`config.mk`:
```
export PLATFORM = sky130hd
export DESIGN_NAME = spi_cs_master
export DESIGN_NICKNAME = d
export VERILOG_FILES = /design/src/rtl/spi_cs_pkg.sv /design/src/rtl/spi_cs_tick.sv /design/src/rtl/spi_cs_shift.sv /design/src/rtl/spi_cs_seq.sv /design/src/rtl/spi_cs_master.sv
export SDC_FILE = /design/constraint.sdc
export NUM_CORES = 1
export LEC_CHECK = 0
export BUFFER_PORTS_ARGS = -buffer_cell sky130_fd_sc_hd__buf_2
export CAP_MARGIN = 20
export CORE_ASPECT_RATIO = 1.5
export CORE_MARGIN = 5
export CORE_UTILIZATION = 53
export CTS_CLUSTER_SIZE = 30
export DETAILED_ROUTE_END_ITERATION = 8
export PLACE_DENSITY = 0.76
export SLEW_MARGIN = 20
export SYNTH_ARGS = -nofsm -noshare
export SYNTH_HDL_FRONTEND = slang
export SYNTH_SLANG_ARGS = --single-unit
export TNS_END_PERCENT = 1
```
`constraint.sdc`:
```
create_clock -name clk -period 2.39 [get_ports clk]
set_input_delay 0.239 -clock clk [delete_from_list [all_inputs] [get_ports clk]]
set_output_delay 0.239 -clock clk [all_outputs]
set_load 0.03 [all_outputs]
```
`src/rtl/spi_cs_pkg.sv`:
```
package spi_cs_pkg;
  typedef enum logic [1:0] {SQ_IDLE, SQ_LEAD, SQ_SHIFT, SQ_TRAIL} sq_state_e;

  localparam logic [1:0] RA_FORMAT = 2'd0;
  localparam logic [1:0] RA_DELAY  = 2'd1;
  localparam logic [1:0] RA_SELECT = 2'd2;
  localparam logic [1:0] RA_TXWORD = 2'd3;

  localparam int FB_LEN   = 8;
  localparam int FB_CPOL  = 16;
  localparam int FB_CPHA  = 17;
  localparam int FB_LSB   = 18;
  localparam int DB_LEAD  = 31;
  localparam int DB_TRAIL = 23;
  localparam int SB_IDLE  = 0;
  localparam int SB_ACT   = 8;
  localparam int TB_HOLD  = 28;
endpackage

```
`src/rtl/spi_cs_tick.sv`:
```
module spi_cs_tick #(
  parameter int PRE_W = 8
) (
  input  logic             clk,
  input  logic             rst_n,
  input  logic             run,
  input  logic [PRE_W-1:0] prescale,
  output logic             tick
);
  logic [PRE_W-1:0] div_q;

  assign tick = run && (div_q == prescale);

  always_ff @(posedge clk or negedge rst_n) begin
    if (!rst_n)                      div_q <= '0;
    else if (!run || div_q == prescale) div_q <= '0;
    else                             div_q <= div_q + 1'b1;
  end
endmodule

```
`src/rtl/spi_cs_shift.sv`:
```
module spi_cs_shift #(
  parameter int DATA_W = 16,
  parameter int LEN_W  = 4
) (
  input  logic              clk,
  input  logic              rst_n,
  input  logic              load,
  input  logic [DATA_W-1:0] load_word,
  input  logic [LEN_W-1:0]  len_m1,
  input  logic              cpol,
  input  logic              cpha,
  input  logic              lsb_first,
  input  logic              edge_stb,
  input  logic              miso,
  output logic              sclk,
  output logic              mosi,
  output logic [DATA_W-1:0] rx_word,
  output logic              last_edge
);
  logic [DATA_W-1:0] tx_q, rx_q;
  logic [LEN_W:0]    ecnt_q;
  logic [LEN_W-1:0]  bit_q, pos;
  logic              tgl_q, leading, sample_now, advance;

  always_comb begin
    pos        = lsb_first ? bit_q : (len_m1 - bit_q);
    leading    = ~ecnt_q[0];
    sample_now = edge_stb && (leading ^ cpha);
    advance    = edge_stb && (cpha ? (leading && ecnt_q != '0) : !leading);
    last_edge  = edge_stb && (ecnt_q == {len_m1, 1'b1});
    mosi       = (int'(pos) < DATA_W) ? tx_q[pos] : 1'b0;
  end

  assign sclk    = cpol ^ tgl_q;
  assign rx_word = rx_q;

  always_ff @(posedge clk or negedge rst_n) begin
    if (!rst_n) begin
      tx_q   <= '0;
      rx_q   <= '0;
      ecnt_q <= '0;
      bit_q  <= '0;
      tgl_q  <= 1'b0;
    end else if (load) begin
      tx_q   <= load_word;
      rx_q   <= '0;
      ecnt_q <= '0;
      bit_q  <= '0;
      tgl_q  <= 1'b0;
    end else if (edge_stb) begin
      tgl_q  <= ~tgl_q;
      ecnt_q <= ecnt_q + 1'b1;
      if (sample_now && int'(pos) < DATA_W) rx_q[pos] <= miso;
      if (advance) bit_q <= bit_q + 1'b1;
    end
  end
endmodule

```
`src/rtl/spi_cs_seq.sv`:
```
module spi_cs_seq
  import spi_cs_pkg::*;
#(
  parameter int DLY_W = 8
) (
  input  logic             clk,
  input  logic             rst_n,
  input  logic             start,
  input  logic             hold_in,
  input  logic [DLY_W-1:0] lead_dly,
  input  logic [DLY_W-1:0] trail_dly,
  input  logic             last_edge,
  output logic             busy,
  output logic             done,
  output logic             cs_on,
  output logic             first_edge,
  output logic             run,
  output logic             held
);
  sq_state_e        state_q;
  logic [DLY_W-1:0] cnt_q;
  logic             cur_hold_q, held_q, cs_on_q, done_q;

  assign busy       = (state_q != SQ_IDLE);
  assign first_edge = (state_q == SQ_LEAD) && (cnt_q == '0);
  assign run        = (state_q == SQ_SHIFT);
  assign held       = held_q;
  assign cs_on      = cs_on_q;
  assign done       = done_q;

  always_ff @(posedge clk or negedge rst_n) begin
    if (!rst_n) begin
      state_q    <= SQ_IDLE;
      cnt_q      <= '0;
      cur_hold_q <= 1'b0;
      held_q     <= 1'b0;
      cs_on_q    <= 1'b0;
      done_q     <= 1'b0;
    end else begin
      done_q <= 1'b0;
      case (state_q)
        SQ_IDLE: if (start) begin
          cur_hold_q <= hold_in;
          cnt_q      <= held_q ? '0 : lead_dly;
          cs_on_q    <= 1'b1;
          state_q    <= SQ_LEAD;
        end
        SQ_LEAD: begin
          if (cnt_q == '0) state_q <= SQ_SHIFT;
          else             cnt_q   <= cnt_q - 1'b1;
        end
        SQ_SHIFT: if (last_edge) begin
          held_q <= cur_hold_q;
          if (cur_hold_q) begin
            state_q <= SQ_IDLE;
            done_q  <= 1'b1;
          end else begin
            cnt_q   <= trail_dly;
            state_q <= SQ_TRAIL;
          end
        end
        SQ_TRAIL: begin
          if (cnt_q == '0) begin
            cs_on_q <= 1'b0;
            state_q <= SQ_IDLE;
            done_q  <= 1'b1;
          end else begin
            cnt_q <= cnt_q - 1'b1;
          end
        end
        default: state_q <= SQ_IDLE;
      endcase
    end
  end
endmodule

```
`src/rtl/spi_cs_master.sv`:
```
module spi_cs_master
  import spi_cs_pkg::*;
#(
  parameter int DATA_W = 16,
  parameter int PRE_W  = 8,
  parameter int DLY_W  = 8
) (
  input  logic              clk,
  input  logic              rst_n,
  input  logic              wr_en,
  input  logic [1:0]        wr_addr,
  input  logic [31:0]       wr_data,
  output logic              busy,
  output logic              done,
  output logic [DATA_W-1:0] rx_data,
  output logic              sclk,
  output logic              mosi,
  input  logic              miso,
  output logic              cs
);
  localparam int LEN_W = $clog2(DATA_W);

  logic [PRE_W-1:0] prescale_q;
  logic [LEN_W-1:0] len_m1_q;
  logic             cpol_q, cpha_q, lsb_q;
  logic [DLY_W-1:0] lead_q, trail_q;
  logic             cs_dflt_q, cs_act_lvl_q;

  logic accept, start, tick, first_edge, edge_stb, last_edge, run, cs_on, held;

  assign accept   = wr_en && !busy;
  assign start    = accept && (wr_addr == RA_TXWORD);
  assign edge_stb = first_edge || tick;
  assign cs       = cs_on ? cs_act_lvl_q : cs_dflt_q;

  always_ff @(posedge clk or negedge rst_n) begin
    if (!rst_n) begin
      prescale_q   <= '0;
      len_m1_q     <= LEN_W'(7);
      cpol_q       <= 1'b0;
      cpha_q       <= 1'b0;
      lsb_q        <= 1'b0;
      lead_q       <= '0;
      trail_q      <= '0;
      cs_dflt_q    <= 1'b1;
      cs_act_lvl_q <= 1'b0;
    end else if (accept) begin
      case (wr_addr)
        RA_FORMAT: begin
          prescale_q <= wr_data[PRE_W-1:0];
          len_m1_q   <= wr_data[FB_LEN +: LEN_W];
          cpol_q     <= wr_data[FB_CPOL];
          cpha_q     <= wr_data[FB_CPHA];
          lsb_q      <= wr_data[FB_LSB];
        end
        RA_DELAY: begin
          lead_q  <= wr_data[DB_LEAD -: DLY_W];
          trail_q <= wr_data[DB_TRAIL -: DLY_W];
        end
        RA_SELECT: begin
          cs_dflt_q    <= wr_data[SB_IDLE];
          cs_act_lvl_q <= wr_data[SB_ACT];
        end
        default: ;
      endcase
    end
  end

  spi_cs_tick #(.PRE_W(PRE_W)) u_tick (
    .clk(clk), .rst_n(rst_n), .run(run), .prescale(prescale_q), .tick(tick)
  );

  spi_cs_shift #(.DATA_W(DATA_W), .LEN_W(LEN_W)) u_shift (
    .clk(clk), .rst_n(rst_n), .load(start), .load_word(wr_data[DATA_W-1:0]),
    .len_m1(len_m1_q), .cpol(cpol_q), .cpha(cpha_q), .lsb_first(lsb_q),
    .edge_stb(edge_stb), .miso(miso), .sclk(sclk), .mosi(mosi),
    .rx_word(rx_data), .last_edge(last_edge)
  );

  spi_cs_seq #(.DLY_W(DLY_W)) u_seq (
    .clk(clk), .rst_n(rst_n), .start(start), .hold_in(wr_data[TB_HOLD]),
    .lead_dly(lead_q), .trail_dly(trail_q), .last_edge(last_edge),
    .busy(busy), .done(done), .cs_on(cs_on), .first_edge(first_edge),
    .run(run), .held(held)
  );
endmodule

```
==> results of run 1 <==
==> final cells by class <==
type	count	area [µm²]
fill	697	3158
multi-input combinational	365	2604
sequential	97	2432
timing repair buffer	96	606.8
clock buffer	10	229.0
tap	112	140.1
clock inverter	6	92.59
inverter	12	45.04
==> worst max path at each step <==
stage	depth (start not counted)	slack, ps	endpoint	startpoint
floorplan	11	-190	mosi	len_m1_q[0]
global placement	12	-150	mosi	len_m1_q[0]
detailed placement	11	-220	mosi	len_m1_q[0]
CTS	11	-520	mosi	len_m1_q[0]
global route	12	-580	mosi	len_m1_q[0]
finish	11	-500	mosi	len_m1_q[0]
==> metrics by stage <==
step	TNS, ps	hold slack [ps]	area, µm²	setup WS [ps]	utilization (%)
floorplan	-187.3	-56.59	5101	-187.3	-
global placement	-149.1	220.1	5655	-149.1	60.76
detailed placement	-789.5	228.5	5655	-219.3	60.76
CTS	-645.1	74.74	6083	-519.8	65.36
global route	-2306	79.92	6150	-584.1	66.07
finish	-532.0	80.04	6150	-497.2	66.07
==> per-layer routing <==
metal,vias to the layer above,global-route usage (%),routed length (µm)
met5,-,0,0
met3,28,4.441,631
met4,0,9.290,369
met1,2055,24.26,4515
met2,150,39.31,6638
li1,1954,-,-
==> logic make-up after synthesis <==
kind of cell,Yosys count,synth area share [%]
AO/OA/AOI/OAI,88,12.09
XOR/XNOR,33,5.994
adder cells (fa/ha/maj),9,2.368
buffers and inverters,39,3.897
flip-flops,97,47.95
multiplexers,40,8.782
AND/OR/NAND/NOR,195,18.92
==> cells in the mapped netlist, types with 2 or more instances <==
cell and number:
o311ai_0 2, a21o_1 2, nand4_1 22, a221o_1 3
o22ai_1 2, a22oi_1 3, a31oi_1 6, o31ai_1 14
buf_6 2, buf_2 8, inv_1 12, nor3_1 6
clkbuf_1 10, and4_1 3, o211ai_1 3, nor4_1 3
xnor2_1 18, o21ai_0 15, nand2_1 88, and3_1 11
ha_1 8, clkbuf_4 3, a211oi_1 2, or3_1 4
dfrtp_1 93, mux2_2 36, buf_4 4, a221oi_1 2
dfstp_2 4, mux2i_1 4, xor2_1 13, nand3_1 17
a21oi_1 22, nor2_1 26
==> worst register-to-register path, stage by stage (launching register included) <==
cell	delay [ps]
dfstp_2	570
ha_1	240
and3b_1	180
o21ai_0	360
a21oi_4	120
buf_6	140
xor2_4	160
buf_6	160
o31ai_1	270
a21oi_1	100
==> sequential cells by signal (all words and copies together), names as in the netlist, 2 cells and up <==
register,flops
u_shift.ecnt_q,5
len_m1_q,4
u_seq.cnt_q,8
lead_q,8
u_shift.bit_q,4
u_seq.state_q,2
u_shift.tx_q,16
prescale_q,8
trail_q,8
u_shift.rx_word,16
u_tick.div_q,8
==> power by group through the flow <==
stage | clock, mW | sequential (mW) | combinational, mW
CTS | 1.58 | 1.72 | 0.389
detailed placement | 0 | 1.75 | 0.362
global placement | 0 | 1.74 | 0.349
global route | 1.66 | 1.72 | 0.443
floorplan | 0 | 1.76 | 0.188
finish | 1.55 | 1.72 | 0.407
==> what timing repair did <==
| action | 4_1_cts | 5_1_grt |
|---|---|---|
| setup endpoints to repair | 17 | 21 |
| resized for setup | 13 | 15 |
| pin swaps | 10 | 10 |
| endpoints found under the hold margin | 29 | 0 |
| setup buffers | 3 | 0 |
| hold buffers | 1 | 0 |
==> flow_summary_export.csv, run 1 <==
group,metric,value,unit
global_route,grt_usage,21.50,%
drt,antenna_left,0,
clock_tree,path_clk_slew,70,ps
yosys,synth_top_area_share,45.88,%
yosys,ys_top_cells_by_area,"dfrtp_1 (46%), mux2_2 (8.0%), nand2_1 (6.5%)",
yosys,async_flop_share,100.0,%
clock_tree,cts_tree,"yes",
hold_path,worstHoldPathCells,3,
timing,drv_slew,0,
setup_path,cp_common_cell,"inv_2",
drt,drc,0,
setup_path,cp.required,2150,ps
power,p_int,2.776,mW
outcome,violations,"setup timing",
drt,firstDrtPassIters,5,
cells_and_area,drive_above_1_share,32.08,%
placement,gp_congestion,0.9143,
setup_path,cp_top_family,"multiplexers",
hold_path,hold_path.class,"primary input to flip-flop",
power,finalPower,3.676,mW
setup_path,cpPeakStageDelay,530,ps
setup_path,cp-start-kind,"flip-flop",
clock_tree,htreeDepth,3,
setup_path,cp_slowest_cell,"dfstp_2",
global_route,grt_max_degree,45,
yosys,synthCells,501,
cells_and_area,most-common-layout-cells,"dfrtp_1 (93), nand2_1 (85), buf_2 (56), mux2_2 (35), buf_4 (35)",
timing,slew-limit-headroom,45.40,%
power,p_per_area,597.8,nW/µm²
timing,setup_slack,-497.2,ps
die,die_h,129.8,µm
power,switching_share,24.47,%
setup_path,cp.arrival,2650,ps
setup_path,cp_max_fo,8,
power,switchingPower,899.6,µW
yosys,synth.largest_area_cell,"dfrtp_1",
timing,hold_violations,0,
setup_path,critical_path_class,"flip-flop to primary output",
timing,tightest_slew,819.0,ps
die,die_area,11670,µm²
setup_path,critPathBufInv,3,
cells_and_area,antenna_cells,0,
yosys,ys_warn_count,0,
power,p_leak,2.730,nW
placement,dp_hpwl,8675,µm
global_route,antenna_found_initial,0,
clock_tree,cts.sinks,97,
outcome,outcome,"finished, violations left",
placement,placedCellCount,678,
power,p_comb_share,11.1,%
clock_tree,cts_buffers,9,
cells_and_area,stdcell_count,698,
hold_path,hold_path_end,"u_shift.tx_q[15]",
timing,setup_viol,2,
yosys,synth_fp_nets,548,
die,initial_core_util,54.50,%
setup_path,crit_chain,"inv_2, ha_4, inv_2, fa_1, mux2_4, nand2_1, and3_4, a31oi_1, mux2i_1, mux2i_4, buf_6",
yosys,ys_ff_latch,97,
setup_path,worst_setup_path_end_kind,"primary output",
drt,vias_per_cell,5.999,
yosys,ys.flop_type,"dfrtp_1",
die,fp.dieW,89.88,µm
yosys,syn_avg_cell_area,10.12,µm²
clock_tree,clk_path_buf_depth,2,
timing,fin_crit,2887,ps
timing,rsz0062_at_grt,"true",
placement,portBuffers,58,
yosys,synth_cell_types,64,
cells_and_area,areaGrowthSynthToFinish,21.24,%
setup_path,r2r_start,"len_m1_q[1]",
timing,fmax,346.4,MHz
run,maxCapViolCount,0,
global_route,grt_pass1_vias,4278,
power,pwr-share-seq,46.7,%
clock_tree,clock_latency,350,ps
die,core,9308,µm²
power,peakVddDrop,0.4192,mV
drt,drtIter0Drc,236,
setup_path,reg2reg_to,"u_shift.rx_word[5]",
drt,wl,12160,µm
die,rows,43,
timing,finalCritPeriodShare,120.8,%
global_route,overflow,0,
hold_path,worstHoldStart,"wr_data[15]",
timing,clock_skew,12.25,ps
power,pwr-share-clk,42.2,%
yosys,synthesis.area,5072,µm²
global_route,grt_first_pass_wirelength,20400,µm
die,ios,59,
yosys,synth_edf_count,0,
clock_tree,root_buffer,"clkbuf_16",
setup_path,reg2reg_depth,9,
cells_and_area,final_common_cell,"dfrtp_1",
setup_path,reg2reg_setup_slack,-30,ps
cells_and_area,finalNetCount,628,
yosys,seq_area_frac_synth,47.95,%
drt,wire_per_inst,17.41,µm
drt,vias,4187,
No activity file was read; power rests on OpenSTA's default activity.
==> inputs of run 2 (changes only) <==
PLACE_DENSITY = 0.77   (was 0.76)
==> flow_summary_export.csv, run 2 (synthesized netlist as in run 1, its figures left out) <==
group,metric,value,unit
timing,drv_slew,0,
drt,vias,4118,
outcome,violations,"setup timing",
drt,drtIter0Drc,245,
drt,wire_per_inst,17.25,µm
die,rows,43,
power,p_per_area,582.7,nW/µm²
drt,drc,0,
die,ios,59,
setup_path,worst_setup_path_end_kind,"primary output",
outcome,outcome,"finished, violations left",
global_route,antenna_found_initial,0,
clock_tree,cts.sinks,97,
die,die_h,129.8,µm
die,core,9308,µm²
cells_and_area,drive_above_1_share,30.77,%
cells_and_area,areaGrowthSynthToFinish,20.05,%
timing,fin_crit,2920,ps
setup_path,reg2reg_depth,9,
timing,setup_viol,3,
clock_tree,path_clk_slew,70,ps
timing,hold_violations,0,
placement,portBuffers,58,
global_route,grt_max_degree,58,
global_route,grt_pass1_vias,4336,
timing,fmax,342.5,MHz
die,initial_core_util,54.50,%
clock_tree,cts_buffers,9,
clock_tree,postCtsSetupBuffers,0,
cells_and_area,n_fill_cell,723,
placement,dp_hpwl,8753,µm
clock_tree,clock_latency,340,ps
drt,vias_per_cell,5.908,
clock_tree,clk_path_buf_depth,2,
cells_and_area,most-common-layout-cells,"dfrtp_1 (93), nand2_1 (88), buf_2 (56), mux2_2 (35), buf_4 (32)",
drt,firstDrtPassIters,4,
placement,gp_congestion,0.9322,
cells_and_area,finalNetCount,627,
timing,tightest_slew,585.0,ps
run,maxCapViolCount,0,
cells_and_area,final_common_cell,"dfrtp_1",
global_route,grt_usage,21.25,%
die,fp.dieW,89.88,µm
global_route,grt_first_pass_wirelength,20380,µm
cells_and_area,fin_util,65.43,%
setup_path,cp_max_fo,8,
die,die_area,11670,µm²
hold_path,worstHoldPathCells,3,
clock_tree,root_buffer,"clkbuf_16",
cells_and_area,antenna_cells,0,
setup_path,cp-start-kind,"flip-flop",
timing,slew-limit-headroom,60.59,%
power,p_leak,2.720,nW
power,peakVddDrop,0.3737,mV
drt,wl,12030,µm
timing,finalCritPeriodShare,122.2,%
timing,rsz0062_at_grt,"true",
global_route,overflow,0,
setup_path,cp.arrival,2680,ps
clock_tree,cts_tree,"yes",
setup_path,critical_path_class,"flip-flop to primary output",
hold_path,hold_path.class,"primary input to flip-flop",
timing,setup_slack,-529.7,ps
drt,antenna_left,0,
setup_path,cp.required,2150,ps
timing,clock_skew,8.930,ps
clock_tree,htreeDepth,3,
timing,fin_setup_tns,-537.1,ps
run 2: changes by cell type in the layout (fill, tap and decap cells not counted), moves of 2 or more:
cell     before  now
buf_6         3    5
a31oi_1       4    6
buf_4        35   32
o31ai_2       6    8
nand2_1      85   88
o31ai_1       9    7
and3_4        3    0
nand2_2       3    0
and3_1        7   11
run 2: worst paths after layout:
path                                       start                 end  slack, ps
worst min register to register  u_shift.tx_q[10]    u_shift.tx_q[10]        480
max in group asynchronous                  rst_n           cs_dflt_q       1240
worst max-delay path                 len_m1_q[0]                mosi       -530
min in group asynchronous                  rst_n  u_shift.rx_word[3]        410
worst min-delay path                 wr_data[13]    u_shift.tx_q[13]        100
worst max register to register       len_m1_q[1]  u_shift.rx_word[0]        -10
run 2: stage by stage:
step	cells	setup slack (ps)	cell area (µm²)	hold WS (ps)	power (mW)
after floorplan	501	-187.3	5101	-56.59	1.947
after global placement	680	-155.0	5669	246.8	2.087
after detailed placement	680	-208.9	5669	255.4	2.102
after CTS	697	-538.7	6005	90.28	3.555
after global routing	697	-692.2	6090	101.6	3.680
final	697	-529.7	6090	96.16	3.548
run 2: worst max-delay path, stage by stage, from the launching register on:
cell and delay [ps]:
dfstp_2 540, inv_2 50, ha_4 150, inv_2 50, fa_1 420, mux2i_1 150
buf_4 180, nand2_1 60, and3_1 160, a31oi_1 140, mux2i_1 130, mux2i_4 160
buf_6 150
run 2: routing by layer:
metal / routed length (µm) / up-vias / global-route usage, %
li1: - / 1941 / -
met1: 4643 / 1998 / 24.23
met2: 6413 / 146 / 37.97
met3: 580 / 33 / 4.498
met4: 388 / 0 / 10.25
met5: 0 / - / 0
run 2: area by class of cell:
cell class / count / area (µm²) / share of cell area (%)
Clock buffer: 10 / 229.0 / 3.760
Timing Repair Buffer: 95 / 606.8 / 9.965
Inverter: 12 / 45.04 / 0.7397
Tap cell: 112 / 140.1 / 2.301
Clock inverter: 6 / 67.56 / 1.110
Multi-Input combinational cell: 365 / 2569 / 42.18
Sequential cell: 97 / 2432 / 39.94
run 2: power breakdown:
part	leakage [nW]	switching (mW)	internal, mW
clock network	0.139	0.635	0.816
logic	1.39	0.226	0.154
registers	1.19	0.0340	1.68
run 2: timing repair:
item,CTS,global route
setup endpoints to repair,8,25
hold buffers,1,0
gates resized for setup,7,15
endpoints found under the hold margin,39,0
pin swaps,9,5
gates cloned,0,0
==> inputs of run 3 (changes only) <==
CTS_BUF_LIST = sky130_fd_sc_hd__clkbuf_16   (was default)
SLEW_MARGIN = default   (was 20)
==> flow_summary_export.csv, run 3 (synthesized netlist as in run 1, its figures left out) <==
group,metric,value,unit
setup_path,worst_setup_path_end_kind,"primary output",
die,die_area,11670,µm²
power,p_leak,2.724,nW
setup_path,crit_chain,"inv_2, ha_4, inv_2, fa_1, mux2i_1, buf_4, nand2_1, and3_1, a31oi_1, mux2i_1, mux2i_4, buf_6",
setup_path,reg2reg_setup_slack,-10,ps
die,rows,43,
timing,fin_crit,2920,ps
placement,dpl_worst_slack,-208.9,ps
drt,drtIter0Drc,241,
timing,fmax,342.5,MHz
timing,clock_skew,9.073,ps
outcome,outcome,"finished, violations left",
cells_and_area,finalNetCount,627,
setup_path,critical_path_class,"flip-flop to primary output",
setup_path,cp_top_family,"adder cells",
clock_tree,path_clk_slew,70,ps
timing,finalCritPeriodShare,122.2,%
die,initial_core_util,54.50,%
timing,tightest_slew,611.4,ps
timing,drv_slew,0,
cells_and_area,final_common_cell,"dfrtp_1",
global_route,grt_first_pass_wirelength,20380,µm
cells_and_area,n_fill_cell,723,
outcome,violations,"setup timing",
power,p_per_area,582.1,nW/µm²
clock_tree,root_buffer,"clkbuf_16",
timing,holdWs,95.81,ps
setup_path,cp_slowest_cell,"dfstp_2",
drt,wire_per_inst,17.29,µm
global_route,overflow,0,
global_route,antenna_found_initial,0,
drt,firstDrtPassIters,4,
placement,gp_congestion,0.9322,
global_route,grt_max_degree,58,
placement,dp_hpwl,8753,µm
setup_path,cpPeakStageDelay,540,ps
drt,wl,12050,µm
cells_and_area,areaGrowthSynthToFinish,20.05,%
timing,slew-limit-headroom,58.81,%
cells_and_area,seq_area,2432,µm²
die,die_h,129.8,µm
global_route,grt_usage,21.25,%
clock_tree,clock_latency,340,ps
placement,portBuffers,58,
clock_tree,cts.sinks,97,
drt,vias,4141,
drt,drc,0,
die,fp.dieW,89.88,µm
cells_and_area,multi_input_area,2569,µm²
setup_path,cp.required,2150,ps
clock_tree,cts_buffers,9,
cells_and_area,antenna_cells,0,
drt,antenna_left,0,
global_route,grt_pass1_vias,4336,
clock_tree,htreeDepth,3,
timing,rsz0062_at_grt,"true",
clock_tree,cts_tree,"yes",
clock_tree,clk_path_buf_depth,2,
setup_path,cp_max_fo,8,
die,ios,59,
timing,setup_slack,-530.0,ps
cells_and_area,drive_above_1_share,30.77,%
setup_path,cp.arrival,2680,ps
run,maxCapViolCount,0,
timing,setup_viol,4,
cells_and_area,most-common-layout-cells,"dfrtp_1 (93), nand2_1 (88), buf_2 (56), mux2_2 (35), buf_4 (32)",
drt,vias_per_cell,5.941,
timing,hold_violations,0,
die,core,9308,µm²
power,peakVddDrop,0.3737,mV
hold_path,hold_path.class,"primary input to flip-flop",
setup_path,critPathBufInv,4,
setup_path,cp-start-kind,"flip-flop",
-- run 3: final cells by class --
| type | count | share of cell area [%] |
|---|---|---|
| multi-input combinational | 365 | 42.18 |
| sequential | 97 | 39.94 |
| timing repair buffer | 95 | 9.965 |
| clock buffer | 9 | 3.698 |
| tap | 112 | 2.301 |
| clock inverter | 7 | 1.171 |
| inverter | 12 | 0.7397 |
-- run 3: final timing paths --
check,start,end,cells after the start
min,wr_data[13],u_shift.tx_q[13],3
max,len_m1_q[0],mosi,12
min in group asynchronous,rst_n,u_shift.rx_word[3],2
min reg2reg,u_shift.tx_q[10],u_shift.tx_q[10],2
max in group asynchronous,rst_n,cs_dflt_q,3
max reg2reg,len_m1_q[0],u_shift.rx_word[9],10
-- run 3: worst min-delay path, cell delays in order --
cell and delay [ps]:
buf_2 70, nand2_1 40, nand2_1 50
-- run 3: power breakdown --
part / internal [mW] / switching (mW) / total [mW] / leakage, nW
sequential: 1.68 / 0.0340 / 1.72 / 1.19
clock: 0.811 / 0.636 / 1.45 / 0.143
combinational: 0.154 / 0.226 / 0.381 / 1.39
total: 2.65 / 0.896 / 3.54 / 2.72
-- run 3: through the flow --
stage	TNS, ps	cell area (µm²)	utilization (%)	cells	power [mW]
2_1_floorplan	-187.3	5101	-	501	1.947
3_3_place_gp	-166.5	5669	60.91	680	2.087
3_5_place_dp	-325.4	5669	60.91	680	2.102
4_1_cts	-541.0	6005	64.51	697	3.552
5_1_grt	-2513	6090	65.43	697	3.676
6_report	-547.0	6090	65.43	697	3.545
-- run 3: per-layer routing --
| metal | GRT usage (%) | up-vias | wire [µm] |
|---|---|---|---|
| li1 | - | 1942 | - |
| met1 | 24.23 | 2008 | 4619 |
| met2 | 37.97 | 156 | 6440 |
| met3 | 4.498 | 35 | 587 |
| met4 | 10.25 | 0 | 401 |
| met5 | 0 | - | 0 |
-- run 3: repair_timing --
| item | 4_1_cts | 5_1_grt |
|---|---|---|
| hold buffers | 1 | 0 |
| resized for setup | 7 | 15 |
| endpoints found under the setup margin | 8 | 25 |
| hold endpoints to repair | 39 | 0 |
| pin swaps | 9 | 5 |
| buffers inserted | 0 | 0 |
